File: config.mk
export PLATFORM = sky130hd
export DESIGN_NAME = dual_rst_irq
export DESIGN_NICKNAME = d
export VERILOG_FILES = /design/src/rtl/intr_pkg.sv /design/src/rtl/intr_ctrl.sv /design/src/rtl/intr_datapath.sv /design/src/rtl/dual_rst_irq.sv
export SDC_FILE = /design/constraint.sdc
export NUM_CORES = 1
export LEC_CHECK = 0
export ABC_CLOCK_PERIOD_IN_PS = 1820
export BUFFER_PORTS_ARGS = -buffer_cell sky130_fd_sc_hd__buf_4
export CORE_ASPECT_RATIO = 1.25
export CORE_UTILIZATION = 25
export DETAILED_ROUTE_END_ITERATION = 16
export PLACE_DENSITY = 0.41
export SKIP_CTS_REPAIR_TIMING = 1
export SYNTH_ARGS = -nofsm -noshare
export SYNTH_HDL_FRONTEND = slang
export SYNTH_SLANG_ARGS = --single-unit
File: constraint.sdc
create_clock -name clk -period 1.82 [get_ports clk]
set_clock_uncertainty 0.1 [all_clocks]
set_input_delay 0.182 -clock clk [delete_from_list [all_inputs] [get_ports clk]]
set_output_delay 0.182 -clock clk [all_outputs]
set_load 0.02 [all_outputs]
File: src/rtl/intr_pkg.sv
package intr_pkg;

  localparam logic [7:0] VecVblank = 8'hD7;  // restart 10h
  localparam logic [7:0] VecDelay  = 8'hCF;  // restart 08h
  localparam logic [7:0] VecNone   = 8'hFF;  // spurious acknowledge

  typedef struct packed {
    logic clkEn;      // CPU clock enable this cycle
    logic vbRise;     // vblank rising edge seen
    logic secondDue;  // delayed request falls due
    logic ackStart;   // first cycle of an acknowledge
    logic ackNow;     // acknowledge strobes active now
  } ctrlStrobes_t;

endpackage

File: src/rtl/intr_ctrl.sv
module intr_ctrl
  import intr_pkg::*;
#(
  parameter int CLK_DIV     = 4,
  parameter int DELAY_TICKS = 9900
) (
  input  logic         clk,
  input  logic         rstN,
  input  logic         vblank,
  input  logic         m1N,
  input  logic         iorqN,
  output ctrlStrobes_t strobes
);

  localparam int DIV_W = (CLK_DIV > 2) ? $clog2(CLK_DIV) : 1;
  localparam int DLY_W = $clog2(DELAY_TICKS + 1);
  localparam logic [DIV_W-1:0] DIV_LAST = DIV_W'(CLK_DIV - 1);
  localparam logic [DLY_W-1:0] DLY_LOAD = DLY_W'(DELAY_TICKS);
  localparam logic [DLY_W-1:0] DLY_ONE  = DLY_W'(1);

  logic [DIV_W-1:0] divCnt;
  logic [DLY_W-1:0] dlyCnt;
  logic             dlyArmed;
  logic             vbQ;
  logic             ackQ;
  logic             clkEnNow;
  logic             vbRiseNow;
  logic             ackNowC;

  assign clkEnNow  = (divCnt == DIV_LAST);
  assign vbRiseNow = vblank & ~vbQ;
  assign ackNowC   = ~m1N & ~iorqN;

  // clock-enable divider
  always_ff @(posedge clk or negedge rstN) begin
    if (!rstN) begin
      divCnt <= '0;
    end else if (clkEnNow) begin
      divCnt <= '0;
    end else begin
      divCnt <= divCnt + DIV_W'(1);
    end
  end

  // edge detectors
  always_ff @(posedge clk or negedge rstN) begin
    if (!rstN) begin
      vbQ  <= 1'b0;
      ackQ <= 1'b0;
    end else begin
      vbQ  <= vblank;
      ackQ <= ackNowC;
    end
  end

  // delay counter in CPU clock enables, restarted by every vblank edge
  always_ff @(posedge clk or negedge rstN) begin
    if (!rstN) begin
      dlyCnt   <= '0;
      dlyArmed <= 1'b0;
    end else if (vbRiseNow) begin
      dlyCnt   <= DLY_LOAD;
      dlyArmed <= 1'b1;
    end else if (dlyArmed && clkEnNow) begin
      dlyCnt <= dlyCnt - DLY_ONE;
      if (dlyCnt == DLY_ONE) begin
        dlyArmed <= 1'b0;
      end
    end
  end

  always_comb begin
    strobes.clkEn     = clkEnNow;
    strobes.vbRise    = vbRiseNow;
    strobes.secondDue = dlyArmed & clkEnNow & (dlyCnt == DLY_ONE) & ~vbRiseNow;
    strobes.ackStart  = ackNowC & ~ackQ;
    strobes.ackNow    = ackNowC;
  end

endmodule

File: src/rtl/intr_datapath.sv
module intr_datapath
  import intr_pkg::*;
(
  input  logic         clk,
  input  logic         rstN,
  input  ctrlStrobes_t strobes,
  output logic         intN,
  output logic [7:0]   vecData,
  output logic         vecOe
);

  logic pendFirst;
  logic pendSecond;

  // pending flags: a set in the same cycle as a clear wins
  always_ff @(posedge clk or negedge rstN) begin
    if (!rstN) begin
      pendFirst  <= 1'b0;
      pendSecond <= 1'b0;
    end else begin
      if (strobes.ackStart) begin
        if (pendFirst) begin
          pendFirst <= 1'b0;
        end else if (pendSecond) begin
          pendSecond <= 1'b0;
        end
      end
      if (strobes.vbRise) begin
        pendFirst <= 1'b1;
      end
      if (strobes.secondDue) begin
        pendSecond <= 1'b1;
      end
    end
  end

  // vector chosen once, at the start of the acknowledge
  always_ff @(posedge clk or negedge rstN) begin
    if (!rstN) begin
      vecData <= VecNone;
      vecOe   <= 1'b0;
    end else begin
      vecOe <= strobes.ackNow;
      if (strobes.ackStart) begin
        if (pendFirst) begin
          vecData <= VecVblank;
        end else if (pendSecond) begin
          vecData <= VecDelay;
        end else begin
          vecData <= VecNone;
        end
      end
    end
  end

  assign intN = ~(pendFirst | pendSecond);

endmodule

File: src/rtl/dual_rst_irq.sv
module dual_rst_irq
  import intr_pkg::*;
#(
  parameter int CLK_DIV     = 4,
  parameter int DELAY_TICKS = 9900
) (
  input  logic       clk,
  input  logic       rstN,
  input  logic       vblank,
  input  logic       m1N,
  input  logic       iorqN,
  output logic       cpuClkEn,
  output logic       intN,
  output logic [7:0] vecData,
  output logic       vecOe
);

  ctrlStrobes_t strobes;

  intr_ctrl #(
    .CLK_DIV    (CLK_DIV),
    .DELAY_TICKS(DELAY_TICKS)
  ) u_ctrl (
    .clk    (clk),
    .rstN   (rstN),
    .vblank (vblank),
    .m1N    (m1N),
    .iorqN  (iorqN),
    .strobes(strobes)
  );

  intr_datapath u_dp (
    .clk    (clk),
    .rstN   (rstN),
    .strobes(strobes),
    .intN   (intN),
    .vecData(vecData),
    .vecOe  (vecOe)
  );

  assign cpuClkEn = strobes.clkEn;

endmodule

==> impl_summary.md <==
Setup path
The worst setup path is of the flip-flop to flip-flop kind. For the worst setup path, the data required time is approximately 1900 ps. At the worst endpoint, the arrival time is 1870 ps. STA classifies the critical path startpoint as a flip-flop.

Of all nets on the critical path, the largest fanout is 5. The capturing element type of the critical path is a flip-flop.

Finish
In the layout the commonest cells are 24 x sky130_fd_sc_hd__buf_4, 21 x sky130_fd_sc_hd__dfrtp_1, 9 x sky130_fd_sc_hd__nor2_1. The final layout contains between 150 and 200 nets. The library cell used most frequently in the layout, excluding fill and tap cells, is sky130_fd_sc_hd__buf_4. The post-synthesis to final-layout area growth is 28.9%. The number of antenna diodes in the final layout is 0. The layout cell share with drive strength beyond 1 is 29.7%.

Clock tree
The clock buffer count from CTS is 3. TritonCTS built the clock tree. Clock-pin slew was measured on the worst setup and hold paths at 90 ps.

The clock tree root buffer cell is sky130_fd_sc_hd__clkbuf_8. The maximum root-to-sink buffer count is 2. The number of sinks on the clock net is 24.

CTS built an H-tree with a depth of 1. At the later pin of the worst-skew pair, clock insertion delay measures 270 ps.

Place
The congestion estimate from routability-driven global placement came to between 0.7 and 0.8. Prior to clock tree synthesis, the placed netlist has a worst setup slack of -11.0 ps. Port buffering added 10 buffers. The HPWL after detailed placement is 1.83 mm.

STA
Setup repair after global routing could not meet its margin everywhere. The number of pins exceeding their max-slew limit in the final report came to 0. For the pin with the worst max-slew slack, the measured transition is 541 ps.

Derived from the worst setup path, the maximum achievable clock frequency is 0.556 GHz. The total count of hold-check failures in the final report came to 0. Measured against its own limit, the worst slew margin works out to 64.0%. The final worst-path cycle share is 98.9%. The worst path setup slack after routing is 20.0 ps.

The total setup violations reported at the end of the flow is 0. The shortest clock period the worst path allows after layout is 1800 ps.

Job
The total of max-cap violations is 0.

Floorplanning
The floorplan has 28 rows. The core region is 4730 um^2. The die covers approximately 5200 um^2. In this run the vertical extent of the chip is 80.6 um. The horizontal die dimension is 64.9 um. The initial utilization of the core area, before any placement, comes to 26.1%.

The number of top-level pins is 16.

Power and ir drop
The worst voltage drop across the vdd grid is 0.241 mV. The power density relative to cell area is 789 nW/um^2. Total power for the finished layout comes to 0.00126 W. The leakage power total is 0.632 nW.

Logic synthesis
The count of flip-flops with a built-in enable after synthesis is 0. The average instance in the mapped netlist occupies 10.1 um^2. The netlist uses 34 different library cells. For this run, asynchronously set or reset flops after synthesis account for between 90% and 100%. During synthesis, Yosys emitted a total of 0 warnings. The post-synthesis cell count is around 120. The most used flip-flop cell after synthesis is sky130_fd_sc_hd__dfrtp_1. After synthesis, flip-flops and latches occupy 48.9% of the total area. The synthesized design contains 24 register bits. The area of the mapped netlist is 1240 um^2.

Global routing
The initial antenna violation count is 0. The total overflow reported by the global router is 0. The largest net degree at the start of global routing is 25.

The number of global-route vias before repair is 918. The first global-routing pass estimated around 4.3 mm of wire. The combined global-route utilization of all metal layers is 11.0%.

Drt
The post-detailed-route count of antenna-violating nets is 0. The highest metal layer carrying signal wires in the routed design is met4. The aggregate routed wire length is 2.62 mm.

Before antenna repair, the detailed router went through 3 iterations. The detailed-route via count is 959. For this run, design rule violations remaining after detail routing come to 0. The number of design-rule violations left by the first detailed-router iteration is 22. The average via count per standard cell is roughly 4.7. The routed length on met3 is 52 um. Wire segments on met2 add up to between 1 and 1.5 mm in the final route.

In the final routing, the length of wire on met1 measures 1.19 mm. The average detailed-routed wire length per instance is 12.8 um.

Hold path
The worst hold path belongs to the class input pin to flip-flop.

Outcome
The flow ran to the end, and the final reports show no timing, DRC or antenna violations.
layout make-up:
cell class                      instances  area, um^2
Inverter                                2        7.51
Timing Repair Buffer                   28         220
Clock buffer                            3        41.3
Fill cell                             513        3140
Clock inverter                          1        30.0
Tap cell                               60        75.1
Sequential cell                        24         604
Multi-Input combinational cell         87         616
layer usage:
layer	GRT usage, %	vias up
li1	-	471
met1	13.1	472
met2	18.8	12
met3	1.85	4
met4	5.33	0
met5	0	-
worst paths after layout:
check | startpoint | to | slack [ps] | cells past startpoint
worst min-delay path | iorqN | u_dp.vecData[3]$_DFFE_PN1P_ | 210 | 3
worst max register to register | u_ctrl.divCnt[0]$_DFF_PN0_ | u_ctrl.dlyArmed$_DFFE_PN0P_ | 20 | 4
min in group asynchronous | rstN | u_ctrl.dlyCnt[0]$_DFFE_PN0P_ | 250 | 2
max in group asynchronous | rstN | u_dp.vecData[5]$_DFFE_PN1P_ | 1090 | 2
worst max-delay path | u_ctrl.divCnt[0]$_DFF_PN0_ | u_ctrl.dlyArmed$_DFFE_PN0P_ | 20 | 4
worst min register to register | u_ctrl.divCnt[0]$_DFF_PN0_ | u_ctrl.divCnt[0]$_DFF_PN0_ | 380 | 1
cell usage after synthesis (all sizes together) (3+ instances only):
master   n  area, um^2
nand3    3        15.0
nor4     7        43.8
nor2     9        33.8
a21oi    4        20.0
dfstp    3        78.8
and2     5        31.3
nand2b   3        18.8
o31ai    3        22.5
ha       3        37.5
or4      8        67.6
buf      6        42.5
dfrtp   21         526
or3      4        26.3
mux2i    7        70.1
o21ai    5        25.0
nand2    8        30.0
clkbuf   7        26.3
worst max-delay path: stages (launching register included):
cell and delay (ps):
sky130_fd_sc_hd__dfrtp_1 390, sky130_fd_sc_hd__ha_4 160, sky130_fd_sc_hd__or4bb_1 440, sky130_fd_sc_hd__or4_4 440, sky130_fd_sc_hd__o22a_1 170
logic make-up (layout without fill, tap and decap cells):
group | after synthesis | after routing | share of synthesized area [%]
buffers and inverters | 15 | 34 | 6.17
xor gates and xnor gates | 1 | 1 | 0.709
and+or+nand+nor | 56 | 56 | 27.4
other | 1 | 5 | 0.303
DFF | 24 | 24 | 48.9
adders and majority gates | 3 | 3 | 3.04
muxes | 8 | 8 | 6.58
AOI/OAI and AO/OA | 14 | 14 | 6.88
through the flow:
| stage | area [um^2] | utilization, % | std cells | hold slack [ps] | TNS [ps] |
|---|---|---|---|---|---|
| finish | 1590 | 33.7 | 205 | 212 | 0 |
| detailed placement | 1460 | 30.8 | 197 | 4.28 | -11.3 |
| floorplan | 1280 | - | 126 | -214 | -65.5 |
| global route | 1590 | 33.7 | 205 | 264 | -66.5 |
| global placement | 1460 | 30.8 | 197 | 1.73 | -21.6 |
| CTS | 1530 | 32.3 | 201 | -299 | -46.3 |
flip-flops by register name (all words and copies together) (netlist names):
| signal | count |
|---|---|
| u_dp.pendFirst | 1 |
| u_ctrl.dlyCnt | 14 |
| u_ctrl.divCnt | 2 |
| u_dp.vecData | 3 |
| u_ctrl.vbQ | 1 |
| u_ctrl.dlyArmed | 1 |
| u_dp.pendSecond | 1 |
| u_dp.vecOe | 1 |
where the power goes:
part,switching (W),internal (W)
sequential,0.0000201,0.000572
combinational,0.000111,0.0000850
clock,0.000175,0.000294
total,0.000306,0.000951
Note: power is estimated with default switching activity, not from simulation.
